`src/rtl/flash_seq_pkg.sv`:
```
package flash_seq_pkg;

  typedef enum logic [1:0] {
    OP_PROG = 2'd0,
    OP_SECT = 2'd1,
    OP_CHIP = 2'd2,
    OP_RSVD = 2'd3
  } op_e;

  typedef enum logic [2:0] {
    PH_IDLE,
    PH_CHECK,
    PH_CMD,
    PH_SECT,
    PH_POLL
  } phase_e;

  typedef enum logic [2:0] {
    BC_IDLE,
    BC_SETUP,
    BC_LOW,
    BC_RECOV,
    BC_READ
  } bus_st_e;

  localparam logic [11:0] KEY_ADDR_A = 12'h555;
  localparam logic [11:0] KEY_ADDR_B = 12'h2AA;
  localparam logic [7:0]  KEY_DATA_A = 8'hAA;
  localparam logic [7:0]  KEY_DATA_B = 8'h55;
  localparam logic [7:0]  CODE_PROG  = 8'hA0;
  localparam logic [7:0]  CODE_ERASE = 8'h80;
  localparam logic [7:0]  CODE_CHIP  = 8'h10;
  localparam logic [7:0]  CODE_SECT  = 8'h30;

endpackage

```
`src/rtl/flash_low_pick.sv`:
```
module flash_low_pick #(
  parameter int N = 32,
  localparam int IW = (N > 1) ? $clog2(N) : 1
) (
  input  logic [N-1:0]  mask,
  output logic [IW-1:0] idx,
  output logic [N-1:0]  onehot,
  output logic          any
);

  always_comb begin
    idx = '0;
    for (int i = N - 1; i >= 0; i--) begin
      if (mask[i]) idx = IW'(i);
    end
    onehot = mask & (~mask + N'(1));
    any    = |mask;
  end

endmodule

```
`src/rtl/flash_bus_cycle.sv`:
```
module flash_bus_cycle
  import flash_seq_pkg::*;
#(
  parameter int ADDR_W     = 21,
  parameter int WE_LOW_CYC = 4,
  parameter int RECOV_CYC  = 4,
  parameter int READ_CYC   = 3
) (
  input  logic              clk,
  input  logic              rst,
  input  logic              start,
  input  logic              is_read,
  input  logic [ADDR_W-1:0] addr,
  input  logic [7:0]        wdata,
  output logic              done,
  output logic [7:0]        rdata,
  output logic [ADDR_W-1:0] fl_addr,
  output logic [7:0]        fl_dq_out,
  output logic              fl_dq_oe,
  input  logic [7:0]        fl_dq_in,
  output logic              fl_ce_n,
  output logic              fl_oe_n,
  output logic              fl_we_n
);

  localparam int MAX_AB = (WE_LOW_CYC > RECOV_CYC) ? WE_LOW_CYC : RECOV_CYC;
  localparam int MAX_C  = (MAX_AB > READ_CYC) ? MAX_AB : READ_CYC;
  localparam int CNT_W  = $clog2(MAX_C + 1);

  bus_st_e          st;
  logic [CNT_W-1:0] cnt;

  always_ff @(posedge clk) begin
    if (rst) begin
      st        <= BC_IDLE;
      cnt       <= '0;
      done      <= 1'b0;
      rdata     <= '0;
      fl_addr   <= '0;
      fl_dq_out <= '0;
      fl_dq_oe  <= 1'b0;
      fl_ce_n   <= 1'b1;
      fl_oe_n   <= 1'b1;
      fl_we_n   <= 1'b1;
    end else begin
      done <= 1'b0;
      case (st)
        BC_IDLE: if (start) begin
          fl_addr   <= addr;
          fl_dq_out <= wdata;
          fl_ce_n   <= 1'b0;
          if (is_read) begin
            fl_oe_n <= 1'b0;
            cnt     <= CNT_W'(READ_CYC - 1);
            st      <= BC_READ;
          end else begin
            fl_dq_oe <= 1'b1;
            st       <= BC_SETUP;
          end
        end
        BC_SETUP: begin
          fl_we_n <= 1'b0;
          cnt     <= CNT_W'(WE_LOW_CYC - 1);
          st      <= BC_LOW;
        end
        BC_LOW: begin
          if (cnt == '0) begin
            fl_we_n <= 1'b1;
            cnt     <= CNT_W'(RECOV_CYC - 1);
            st      <= BC_RECOV;
          end else begin
            cnt <= cnt - 1'b1;
          end
        end
        BC_RECOV: begin
          if (cnt == '0) begin
            fl_dq_oe <= 1'b0;
            fl_ce_n  <= 1'b1;
            done     <= 1'b1;
            st       <= BC_IDLE;
          end else begin
            cnt <= cnt - 1'b1;
          end
        end
        BC_READ: begin
          if (cnt == '0) begin
            rdata   <= fl_dq_in;
            fl_oe_n <= 1'b1;
            fl_ce_n <= 1'b1;
            done    <= 1'b1;
            st      <= BC_IDLE;
          end else begin
            cnt <= cnt - 1'b1;
          end
        end
        default: st <= BC_IDLE;
      endcase
    end
  end

endmodule

```
`src/rtl/flash_seq_ctrl.sv`:
```
module flash_seq_ctrl
  import flash_seq_pkg::*;
#(
  parameter int ADDR_W   = 21,
  parameter int SECT_N   = 32,
  parameter int POLL_MAX = 4096
) (
  input  logic              clk,
  input  logic              rst,
  input  logic              req_valid,
  output logic              req_ready,
  input  logic [1:0]        req_op,
  input  logic [ADDR_W-1:0] req_addr,
  input  logic [7:0]        req_data,
  input  logic [SECT_N-1:0] req_sectors,
  output logic              done,
  output logic              error,
  output logic              bus_start,
  output logic              bus_read,
  output logic [ADDR_W-1:0] bus_addr,
  output logic [7:0]        bus_wdata,
  input  logic              bus_done,
  input  logic [7:0]        bus_rdata
);

  localparam int SECT_W = (SECT_N > 1) ? $clog2(SECT_N) : 1;
  localparam int OFS_W  = ADDR_W - SECT_W;
  localparam int PC_W   = $clog2(POLL_MAX + 1);

  phase_e            phase;
  op_e               op_q;
  logic [ADDR_W-1:0] addr_q, poll_addr;
  logic [7:0]        data_q;
  logic [SECT_N-1:0] pend, pick_mask, pick_oh;
  logic [SECT_W-1:0] pick_idx;
  logic              pick_any, wt;
  logic [2:0]        step, last_step;
  logic [PC_W-1:0]   poll_cnt;
  logic [ADDR_W-1:0] sect_base, cmd_addr;
  logic [7:0]        cmd_data;
  logic              poll_ok;

  assign pick_mask = (phase == PH_IDLE) ? req_sectors : pend;

  flash_low_pick #(.N(SECT_N)) u_pick (
    .mask(pick_mask), .idx(pick_idx), .onehot(pick_oh), .any(pick_any)
  );

  assign sect_base = ADDR_W'(pick_idx) << OFS_W;
  assign req_ready = (phase == PH_IDLE);
  assign poll_ok   = (op_q == OP_PROG) ? (bus_rdata[7] == data_q[7]) : bus_rdata[7];

  always_comb begin
    cmd_addr  = ADDR_W'(KEY_ADDR_A);
    cmd_data  = KEY_DATA_A;
    last_step = (op_q == OP_PROG) ? 3'd3 : (op_q == OP_SECT) ? 3'd4 : 3'd5;
    case (step)
      3'd1: begin cmd_addr = ADDR_W'(KEY_ADDR_B); cmd_data = KEY_DATA_B; end
      3'd2: cmd_data = (op_q == OP_PROG) ? CODE_PROG : CODE_ERASE;
      3'd3: if (op_q == OP_PROG) begin cmd_addr = addr_q; cmd_data = data_q; end
      3'd4: begin cmd_addr = ADDR_W'(KEY_ADDR_B); cmd_data = KEY_DATA_B; end
      3'd5: cmd_data = CODE_CHIP;
      default: ;
    endcase
  end

  always_ff @(posedge clk) begin
    if (rst) begin
      phase     <= PH_IDLE;
      op_q      <= OP_PROG;
      addr_q    <= '0;
      data_q    <= '0;
      poll_addr <= '0;
      pend      <= '0;
      step      <= '0;
      poll_cnt  <= '0;
      wt        <= 1'b0;
      bus_start <= 1'b0;
      bus_read  <= 1'b0;
      bus_addr  <= '0;
      bus_wdata <= '0;
      done      <= 1'b0;
      error     <= 1'b0;
    end else begin
      bus_start <= 1'b0;
      done      <= 1'b0;
      error     <= 1'b0;
      if (phase == PH_IDLE) begin
        if (req_valid) begin
          op_q     <= op_e'(req_op);
          addr_q   <= req_addr;
          data_q   <= req_data;
          pend     <= req_sectors;
          step     <= '0;
          poll_cnt <= '0;
          wt       <= 1'b0;
          case (op_e'(req_op))
            OP_PROG: begin phase <= PH_CHECK; poll_addr <= req_addr; end
            OP_CHIP: begin phase <= PH_CMD; poll_addr <= '0; end
            OP_SECT: begin
              if (pick_any) begin
                phase     <= PH_CMD;
                poll_addr <= sect_base;
              end else begin
                done  <= 1'b1;
                error <= 1'b1;
              end
            end
            default: begin done <= 1'b1; error <= 1'b1; end
          endcase
        end
      end else if (!wt) begin
        wt        <= 1'b1;
        bus_start <= 1'b1;
        bus_read  <= (phase == PH_CHECK) || (phase == PH_POLL);
        case (phase)
          PH_CHECK: bus_addr <= addr_q;
          PH_CMD:   begin bus_addr <= cmd_addr; bus_wdata <= cmd_data; end
          PH_SECT:  begin bus_addr <= sect_base; bus_wdata <= CODE_SECT; end
          default:  bus_addr <= poll_addr;
        endcase
      end else if (bus_done) begin
        wt <= 1'b0;
        case (phase)
          PH_CHECK: begin
            if ((~bus_rdata & data_q) != 8'h00) begin
              phase <= PH_IDLE; done <= 1'b1; error <= 1'b1;
            end else begin
              phase <= PH_CMD;
            end
          end
          PH_CMD: begin
            if (step == last_step) phase <= (op_q == OP_SECT) ? PH_SECT : PH_POLL;
            else step <= step + 3'd1;
          end
          PH_SECT: begin
            pend <= pend & ~pick_oh;
            if ((pend & ~pick_oh) == '0) phase <= PH_POLL;
          end
          default: begin
            if (poll_ok) begin
              phase <= PH_IDLE; done <= 1'b1;
            end else if (poll_cnt == PC_W'(POLL_MAX - 1)) begin
              phase <= PH_IDLE; done <= 1'b1; error <= 1'b1;
            end else begin
              poll_cnt <= poll_cnt + 1'b1;
            end
          end
        endcase
      end
    end
  end

endmodule

```
`src/rtl/flash_seq.sv`:
```
module flash_seq #(
  parameter int ADDR_W           = 21,
  parameter int SECT_N           = 32,
  parameter int WE_LOW_CYC       = 4,
  parameter int RECOV_CYC        = 4,
  parameter int READ_CYC         = 3,
  parameter int POLL_MAX         = 4096,
  parameter int ERASE_WINDOW_CYC = 12500
) (
  input  logic              clk,
  input  logic              rst,
  input  logic              req_valid,
  output logic              req_ready,
  input  logic [1:0]        req_op,
  input  logic [ADDR_W-1:0] req_addr,
  input  logic [7:0]        req_data,
  input  logic [SECT_N-1:0] req_sectors,
  output logic              done,
  output logic              error,
  output logic [ADDR_W-1:0] fl_addr,
  output logic [7:0]        fl_dq_out,
  output logic              fl_dq_oe,
  input  logic [7:0]        fl_dq_in,
  output logic              fl_ce_n,
  output logic              fl_oe_n,
  output logic              fl_we_n
);

  logic              bus_start, bus_read, bus_done;
  logic [ADDR_W-1:0] bus_addr;
  logic [7:0]        bus_wdata, bus_rdata;

  flash_seq_ctrl #(
    .ADDR_W(ADDR_W), .SECT_N(SECT_N), .POLL_MAX(POLL_MAX)
  ) u_ctrl (
    .clk(clk), .rst(rst),
    .req_valid(req_valid), .req_ready(req_ready), .req_op(req_op),
    .req_addr(req_addr), .req_data(req_data), .req_sectors(req_sectors),
    .done(done), .error(error),
    .bus_start(bus_start), .bus_read(bus_read), .bus_addr(bus_addr),
    .bus_wdata(bus_wdata), .bus_done(bus_done), .bus_rdata(bus_rdata)
  );

  flash_bus_cycle #(
    .ADDR_W(ADDR_W), .WE_LOW_CYC(WE_LOW_CYC), .RECOV_CYC(RECOV_CYC), .READ_CYC(READ_CYC)
  ) u_bus (
    .clk(clk), .rst(rst),
    .start(bus_start), .is_read(bus_read), .addr(bus_addr), .wdata(bus_wdata),
    .done(bus_done), .rdata(bus_rdata),
    .fl_addr(fl_addr), .fl_dq_out(fl_dq_out), .fl_dq_oe(fl_dq_oe), .fl_dq_in(fl_dq_in),
    .fl_ce_n(fl_ce_n), .fl_oe_n(fl_oe_n), .fl_we_n(fl_we_n)
  );

endmodule

```
`config.mk`:
```
export PLATFORM = sky130hd
export DESIGN_NAME = flash_seq
export DESIGN_NICKNAME = d
export VERILOG_FILES = /design/src/rtl/flash_seq_pkg.sv /design/src/rtl/flash_low_pick.sv /design/src/rtl/flash_bus_cycle.sv /design/src/rtl/flash_seq_ctrl.sv /design/src/rtl/flash_seq.sv
export SDC_FILE = /design/constraint.sdc
export NUM_CORES = 1
export LEC_CHECK = 0
export BUFFER_PORTS_ARGS = -buffer_cell sky130_fd_sc_hd__buf_4
export CAP_MARGIN = 25
export CORE_MARGIN = 3
export CORE_UTILIZATION = 40
export CTS_BUF_LIST = sky130_fd_sc_hd__clkbuf_4 sky130_fd_sc_hd__clkbuf_8
export CTS_CLUSTER_SIZE = 8
export DETAILED_ROUTE_END_ITERATION = 10
export PLACE_DENSITY = 0.7
export SLEW_MARGIN = 10
export SYNTH_ARGS = -nofsm -noshare
export SYNTH_HDL_FRONTEND = slang
export SYNTH_SLANG_ARGS = --single-unit
```
`constraint.sdc`:
```
create_clock -name clk -period 6.2 [get_ports clk]
set_input_delay 1.86 -clock clk [delete_from_list [all_inputs] [get_ports clk]]
set_output_delay 1.86 -clock clk [all_outputs]
set_load 0.05 [all_outputs]
```
==> results of run 1 <==
==> synthesized netlist by cell type (5+ instances only) <==
cell      count
nand2_1     211
dfxtp_1     185
a21oi_1     179
nor2_1      142
o21ai_0      85
clkbuf_1     65
nor3_1       56
inv_1        42
nand3_1      29
a22oi_1      22
a221oi_1     17
nor4_1       14
ha_1         13
buf_2        12
nand2b_1     11
a211oi_1     10
mux2i_1       9
o31ai_1       9
or3_1         9
nor2b_1       8
o21a_1        8
or4_1         8
a31oi_1       7
xor2_1        7
and2_1        6
a21o_1        5
buf_1         5
nand4_1       5
o22ai_1       5
==> stage by stage <==
stage	utilization	instance area [um^2]
finish	0.474	10900
global route	0.474	10900
CTS	0.473	10900
detailed placement	0.455	10500
global placement	0.454	10400
floorplan	-	9500
==> cell type report <==
cell class                 instances  share of cell area
timing repair buffer             124              0.0876
sequential                       185               0.340
inverter                          43              0.0149
clock buffer                      18              0.0227
tap                              313              0.0359
clock inverter                    14              0.0161
multi-input combinational        964               0.483
==> layer usage <==
| metal | track usage | up-vias | share of wire |
|---|---|---|---|
| met5 | 0 | - | 0 |
| met3 | 0.0316 | 48 | 0.064 |
| met2 | 0.331 | 340 | 0.47 |
| met4 | 0.0702 | 0 | 0.024 |
| li1 | - | 4651 | - |
| met1 | 0.285 | 4466 | 0.45 |
==> power by group through the flow <==
stage | Combinational, mW | Sequential, mW | Clock (mW)
2_1_floorplan | 1.77 | 1.66 | 0
3_3_place_gp | 2.37 | 1.66 | 0
3_5_place_dp | 2.41 | 1.66 | 0
4_1_cts | 2.42 | 1.63 | 0.871
5_1_grt | 2.71 | 1.68 | 0.920
6_report | 2.46 | 1.64 | 0.851
==> tightest hold or removal path: cells and delay by family (launching register included) <==
family	cells	cell delay (ns)
flops	1	0.32
simple gates	1	0.05
compound gates	1	0.05
==> flip-flops by register name, indices dropped and copies added (netlist names), 13 cells and up <==
register	count
u_ctrl.poll_addr	21
u_bus.fl_addr	21
u_ctrl.bus_addr	21
u_ctrl.poll_cnt	13
u_ctrl.pend	32
u_ctrl.addr_q	21
==> final timing paths <==
| path | cells past startpoint | slack [ns] | startpoint | endpoint |
|---|---|---|---|---|
| setup / recovery | 5 | 1.83 | u_ctrl.phase[2] | req_ready |
| hold / removal | 2 | 0.45 | u_ctrl.poll_addr[5] | u_ctrl.poll_addr[5] |
| setup reg to reg | 10 | 1.84 | u_ctrl.phase[2] | u_ctrl.poll_addr[19] |
| hold reg to reg | 2 | 0.45 | u_ctrl.poll_addr[5] | u_ctrl.poll_addr[5] |
==> kinds of logic (layout without fill, tap and decap cells) <==
family / Yosys count / after routing
AOI/OAI and AO/OA: 397 / 397
xor gates and xnor gates: 10 / 10
adders and majority gates: 13 / 13
buffers and inverters: 130 / 199
DFF: 185 / 185
muxes: 11 / 11
and+or+nand+nor: 533 / 533
==> impl_metrics.toml, run 1 <==
[final_layout]
fillers = 2315
ff_latch_area_mm2 = 0.00370
layout.cells.non_filler = 1661
area_growth_pct = 14.7
final_cell_mix = "nand2_1, dfxtp_1, a21oi_1"
diodes = 0
drive_above_1_share = 0.139
num-nets-final = 1422
multi_input_area_mm2 = 0.00527
final_common_cell = "nand2_1"

[synth]
yosysWarnings = 0
synth_largest_area_cell = "dfxtp_1"
synthSimpleGateAreaFrac = 0.262
ys_ff_latch = 185
synth_edf_count = 0
synth_fa_ha_area_frac = 0.0171
synth_compound_area_frac = 0.253
syn_inst = 1279
avgSynthCellArea_um2 = 7.43
synth.area.mux_share = 0.0119
synth.top_cell.area_share = 0.390
synth-seq-area-share = 0.390
synth_top_family_by_area = "simple AND/OR/NAND/NOR gates"
synthFlopType = "dfxtp_1"
synth_xor_area_frac = 0.00922
synth_area_mm2 = 0.00950
async_flop_share = 0
synth_area_leaders = "dfxtp_1, a21oi_1, nand2_1"
syn_nets = 1366
ys_types = 73

[placed_design]
hpwl_um = 18800
place_ws_ns = 1.52
gp_congestion = 0.895
portBuffers = 109
place_inst = 1628

[worst_setup_path]
critPathMaxStageDelay_ns = 0.77
worstSetupPathType = "flop to output port"
cp.required_ns = 4.34
crit_slowest_cell = "or3_2"
worstPathMaxFanout = 31
cp_num_buf_inv = 4
end_kind = "output port"
crit_top_cell = "buf_4"
cp_cell_sequence = "buf_4 -> or3_2 -> clkinv_2 -> buf_4 -> buf_4"
arrival_ns = 2.51
timing.critical_path.from_type = "flop"
cp_top_family = "buffers and inverters"

[drt]
first_iter_violations = 981
wire_per_inst_um = 16.4
drc = 0
drtAntennaViolNets = 0
vias_per_cell = 5.72
dr_total_vias = 9505
routed_wl_um = 27200
dr.pass1.iters = 6

[sta]
tightest_slew_ns = 0.968
fmax_mhz = 229
period_share = 0.705
final-max-slew-violation-count = 0
skew_ns = 0.0169
hold_viol = 0
fin_ws_ns = 1.83
timing.hold.ws_ns = 0.455
slew_headroom = 0.355
grt_setup_unrepaired = "false"
tns_ns = 0
setup_violations = 0
finalWorstPathRequiredPeriod_ns = 4.37

[floorplan]
core_mm2 = 0.0230
die-area_mm2 = 0.0256
io_pins = 110
start_util = 0.413
die_h_um = 160
dieWidth_um = 160
placementRows = 55

[clock_network]
path_clk_slew_ns = 0.10
clock_path_buffers = 2
postCtsSetupRepairBufs = 0
cts_made_buffers = 17
cts_root_buf = "clkbuf_8"
cts_htree_levels = 4
cts_tree = "done"
cts_resized = 0
worstSkewPairLatency_ns = 0.48
cts_num_sinks = 185
postCtsHoldBufs = 0

[pwr]
comb_power_share = 0.497
clock_power_share = 0.172
finalPower_mw = 4.95
p_per_area_mw_per_mm2 = 454
sw_frac_of_total = 0.476
internal_power_mw = 2.60
p_seq_frac = 0.331
p_switching_mw = 2.35
ir_drop_mv = 0.229
p_leak_nw = 4.02

[global_routing]
grt_max_degree = 93
groute.usage.overall = 0.207
overflow = 0
antenna_found_initial = 0
grt_pass1_vias = 8764
grt_pass1_wl_um = 44300

[flow_run]
maxCapViolations = 0

[outcome]
status = "completed"

[hold_path]
min_path_type = "flop to flop"
(Power assumes the default switching activity.)
==> inputs of run 2 (changes only) <==
--- a/config.mk
+++ b/config.mk
@@ -12,7 +12,7 @@
 export CTS_BUF_LIST = sky130_fd_sc_hd__clkbuf_4 sky130_fd_sc_hd__clkbuf_8
 export CTS_CLUSTER_SIZE = 8
 export DETAILED_ROUTE_END_ITERATION = 10
-export PLACE_DENSITY = 0.7
+export PLACE_DENSITY = 0.72
 export SLEW_MARGIN = 10
 export SYNTH_ARGS = -nofsm -noshare
 export SYNTH_HDL_FRONTEND = slang
==> constraint.sdc (replaced) <==
create_clock -name clk -period 3.9 [get_ports clk]
set_input_delay 1.17 -clock clk [delete_from_list [all_inputs] [get_ports clk]]
set_output_delay 1.17 -clock clk [all_outputs]
set_load 0.05 [all_outputs]
==> impl_metrics.toml, run 2 (synthesized netlist as in run 1, its figures left out) <==
[outcome]
status = "completed"

[worst_setup_path]
reg2regPathDepth = 9
cp.required_ns = 4.31
r2r_start = "u_ctrl.phase[0]"
crit_slowest_cell = "nor3_2"
worstPathMaxFanout = 14
end_kind = "flop"
startpoint = "u_ctrl.phase[0]"
timing.critical_path.from_type = "flop"
critPathMaxStageDelay_ns = 0.81
worstSetupPathType = "flop to flop"
r2r_slack_ns = 0.33
regToRegEndpoint = "u_ctrl.poll_addr[11]"
crit_end = "u_ctrl.poll_addr[11]"
cp_cell_sequence = "or3_2 -> clkinv_2 -> nor3_1 -> nor2_1 -> and4bb_2 -> nor3_2 -> buf_4 -> nand3_1 -> a21oi_1"
arrival_ns = 3.98

[floorplan]
die_h_um = 160
io_pins = 110
placementRows = 55
dieWidth_um = 160
die-area_mm2 = 0.0256
core_mm2 = 0.0230
start_util = 0.413

[drt]
wl_met3_um = 1640
dr.pass1.iters = 5
routed_wl_um = 28100
vias_per_cell = 5.68
dr_total_vias = 9468
first_iter_violations = 958
met2RoutedLength_um = 13000
drc = 0
wire_per_inst_um = 16.8
drtAntennaViolNets = 0
met1_length_um = 12900
top_layer = "met4"

[hold_path]
min-delay-start = "u_ctrl.bus_addr[14]"
min_path_type = "flop to flop"

[global_routing]
grt_pass1_vias = 8958
overflow = 0
grt_max_degree = 163
antenna_found_initial = 0
groute.usage.overall = 0.213
grt_pass1_wl_um = 45700

[sta]
grt_setup_unrepaired = "false"
fmax_mhz = 280
hold_viol = 0
period_share = 0.916
setup_violations = 0
skew_ns = 0.0151
finalWorstPathRequiredPeriod_ns = 3.57
final-max-slew-violation-count = 0
timing.hold.ws_ns = 0.458
tightest_slew_ns = 1.06
slew_headroom = 0.288
tns_ns = 0

[final_layout]
utilization = 0.478
layout.cells.non_filler = 1668
regMostFlops = "u_ctrl.pend"
num-nets-final = 1429
largest_reg_flops = 32
area_growth_pct = 15.6
final_common_cell = "nand2_1"
final_cell_mix = "nand2_1, dfxtp_1, a21oi_1"
drive_above_1_share = 0.143
diodes = 0

[clock_network]
cts_tree = "done"
cts_made_buffers = 17
cts_htree_levels = 4
postCtsHoldBufs = 0
worstSkewPairLatency_ns = 0.48
path_clk_slew_ns = 0.11
cts_root_buf = "clkbuf_8"
cts_resized = 0
clock_path_buffers = 2
cts_num_sinks = 185
postCtsSetupRepairBufs = 0

[flow_run]
maxCapViolations = 0

[placed_design]
portBuffers = 109
gp_congestion = 0.873
place_inst = 1636
hpwl_um = 19300

[pwr]
p_per_area_mw_per_mm2 = 722
p_leak_nw = 4.08
ir_drop_mv = 0.460
finalPower_mw = 7.93
==> run 2: worst min-delay path by stage <==
| stage | to | slack, ns | depth (start not counted) |
|---|---|---|---|
| after floorplan | u_bus.fl_addr[18] | 0.43 | 2 |
| after global placement | u_ctrl.poll_addr[3] | 0.44 | 2 |
| after detailed placement | u_ctrl.poll_addr[3] | 0.45 | 2 |
| after CTS | u_ctrl.poll_addr[1] | 0.46 | 2 |
| after global routing | u_ctrl.addr_q[2] | 0.47 | 2 |
| final | u_bus.fl_addr[14] | 0.46 | 2 |
==> run 2: critical path, delay by kind of cell (launching register included) <==
family / cells / cell delay, ns
flops: 1 / 0.44
simple gates: 6 / 2.40
buf+inv: 2 / 0.48
compound gates: 1 / 0.17
==> run 2: layout make-up <==
| class | count | area (um^2) |
|---|---|---|
| well taps | 313 | 392 |
| clock inverters | 14 | 169 |
| flip-flops and latches | 185 | 3700 |
| repair buffers | 131 | 1050 |
| inverters | 43 | 163 |
| clock buffers | 18 | 241 |
| multi-input cells | 964 | 5270 |
| fillers | 2339 | 12000 |
==> run 2: routing by layer <==
metal,GRT usage,up-vias
met5,0,-
met4,0.0631,0
met3,0.0319,40
met2,0.348,305
met1,0.292,4452
li1,-,4671
==> run 2: metrics by stage <==
stage	cell area, um^2	setup slack, ns
after global routing	11000	0.0679
after global placement	10500	0.157
after floorplan	9500	0.545
final	11000	0.326
after detailed placement	10600	0.102
after CTS	11000	0.393
==> run 2: power breakdown <==
group          internal (mW)  total (mW)  switching, mW
logic                   1.38        4.01           2.63
clock network          0.499        1.32          0.821
registers               2.25        2.60          0.356
==> inputs of run 3 (changes only) <==
--- a/config.mk
+++ b/config.mk
@@ -10,6 +10,7 @@
 export CORE_MARGIN = 3
 export CORE_UTILIZATION = 40
 export CTS_BUF_LIST = sky130_fd_sc_hd__clkbuf_4 sky130_fd_sc_hd__clkbuf_8
+export CTS_CLUSTER_DIAMETER = 30
 export CTS_CLUSTER_SIZE = 8
 export DETAILED_ROUTE_END_ITERATION = 10
 export PLACE_DENSITY = 0.72
==> constraint.sdc (replaced) <==
create_clock -name clk -period 3.9 [get_ports clk]
set_input_delay 0.78 -clock clk [delete_from_list [all_inputs] [get_ports clk]]
set_output_delay 0.78 -clock clk [all_outputs]
set_load 0.05 [all_outputs]
==> impl_metrics.toml, run 3 (synthesized netlist as in run 1, its figures left out) <==
[outcome]
status = "completed"

[drt]
drtAntennaViolNets = 0
routed_wl_um = 28200
vias_per_cell = 5.72
wire_per_inst_um = 16.9
drc = 0
first_iter_violations = 734
dr.pass1.iters = 6
dr_total_vias = 9525

[sta]
hold_viol = 0
finalWorstPathRequiredPeriod_ns = 3.58
setup_violations = 0
tightest_slew_ns = 0.960
timing.hold.ws_ns = 0.454
period_share = 0.917
tns_ns = 0
skew_ns = 0.0170
grt_setup_unrepaired = "false"
final-max-slew-violation-count = 0
fmax_mhz = 280
slew_headroom = 0.360

[final_layout]
fillers = 2363
drive_above_1_share = 0.142
ff_latch_area_mm2 = 0.00370
final_cell_mix = "nand2_1, dfxtp_1, a21oi_1"
largest_reg_flops = 32
area_growth_pct = 15.6
regMostFlops = "u_ctrl.pend"
diodes = 0
final_common_cell = "nand2_1"
multi_input_area_mm2 = 0.00527
layout.cells.non_filler = 1666
num-nets-final = 1427

[global_routing]
groute.usage.overall = 0.213
grt_pass1_wl_um = 45500
overflow = 0
grt_max_degree = 97
antenna_found_initial = 0
grt_pass1_vias = 8919

[pwr]
ir_drop_mv = 0.475
p_leak_nw = 4.07
p_per_area_mw_per_mm2 = 727

[placed_design]
portBuffers = 109
place_inst = 1633
gp_congestion = 0.894
hpwl_um = 19500

[worst_setup_path]
timing.critical_path.from_type = "flop"
r2r_slack_ns = 0.32
worstSetupPathType = "flop to flop"
crit_end = "u_ctrl.poll_addr[16]"
cp_num_buf_inv = 2
r2r_start = "u_ctrl.phase[0]"
arrival_ns = 3.94
cp_top_family = "simple AND/OR/NAND/NOR gates"
cp_cell_sequence = "or3_2 -> clkinv_2 -> nor3_4 -> o22ai_2 -> and4bb_2 -> or3_1 -> buf_4 -> a21oi_1 -> a21oi_1"
reg2regPathDepth = 9
critPathMaxStageDelay_ns = 0.76
crit_top_cell = "a21oi_1"
end_kind = "flop"
regToRegEndpoint = "u_ctrl.poll_addr[16]"
path_depth = 9
cp.required_ns = 4.26
worstPathMaxFanout = 23
crit_slowest_cell = "o22ai_2"
startpoint = "u_ctrl.phase[0]"

[floorplan]
dieWidth_um = 160
start_util = 0.413
die_h_um = 160
placementRows = 55
io_pins = 110
die-area_mm2 = 0.0256
core_mm2 = 0.0230

[clock_network]
cts_resized = 0
cts_root_buf = "clkbuf_8"
cts_num_sinks = 185
clock_path_buffers = 2
cts_htree_levels = 4
worstSkewPairLatency_ns = 0.48
cts_made_buffers = 17
path_clk_slew_ns = 0.11
postCtsSetupRepairBufs = 0
cts_tree = "done"
postCtsHoldBufs = 0

[hold_path]
min_path_type = "flop to flop"

[flow_run]
maxCapViolations = 0
-- run 3: changes by cell type in the layout (fill, tap and decap cells not counted), sizes merged --
| cell | previous run | this run |
|---|---|---|
| clkinvlp | 0 | 1 |
| bufinv | 0 | 1 |
| inv | 49 | 46 |
| clkinv | 8 | 9 |
| buf | 131 | 129 |
-- run 3: worst min path at each step --
stage	startpoint	end	slack (ns)	cells past startpoint
3_5_place_dp	u_ctrl.addr_q[10]	u_ctrl.addr_q[10]	0.44	2
5_1_grt	u_ctrl.bus_addr[13]	u_bus.fl_addr[13]	0.48	2
3_3_place_gp	u_ctrl.poll_addr[5]	u_ctrl.poll_addr[5]	0.44	2
4_1_cts	u_ctrl.bus_addr[3]	u_bus.fl_addr[3]	0.45	2
6_report	u_ctrl.bus_addr[13]	u_bus.fl_addr[13]	0.45	2
2_1_floorplan	u_ctrl.bus_addr[18]	u_bus.fl_addr[18]	0.43	2
-- run 3: layer usage --
| layer | part of all wire | vias up | global-route usage |
|---|---|---|---|
| li1 | - | 4657 | - |
| met1 | 0.45 | 4488 | 0.285 |
| met2 | 0.46 | 318 | 0.342 |
| met3 | 0.058 | 62 | 0.0342 |
| met4 | 0.030 | 0 | 0.0895 |
| met5 | 0 | - | 0 |
-- run 3: report_power, final --
| part | total (mW) | internal [mW] | switching, mW |
|---|---|---|---|
| clock | 1.36 | 0.563 | 0.795 |
| combinational | 4.03 | 1.40 | 2.63 |
| sequential | 2.60 | 2.25 | 0.356 |
| total | 7.99 | 4.20 | 3.78 |
-- run 3: worst reg2reg max path, cell delays in order, from the launching register on --
cell and delay (ns):
dfxtp_1 0.44, or3_2 0.55, clkinv_2 0.22, nor3_4 0.10, o22ai_2 0.76, and4bb_2 0.36
or3_1 0.56, buf_4 0.28, a21oi_1 0.12, a21oi_1 0.08
-- run 3: per-stage QoR --
step                 util  instance area (um^2)  total power, mW  setup slack, ns
floorplan               -                  9500             5.44            0.935
global placement    0.457                 10500             6.49            0.351
detailed placement  0.459                 10500             6.57            0.292
CTS                 0.477                 11000             7.93            0.366
global route        0.478                 11000             8.56            0.144
finish              0.478                 11000             7.99            0.323
-- run 3: layout make-up --
cell class	instances	area share
Timing Repair Buffer	129	0.0936
Tap cell	313	0.0356
Inverter	43	0.0148
Multi-Input combinational cell	964	0.479
Sequential cell	185	0.337
Clock inverter	14	0.0169
Clock buffer	18	0.0225
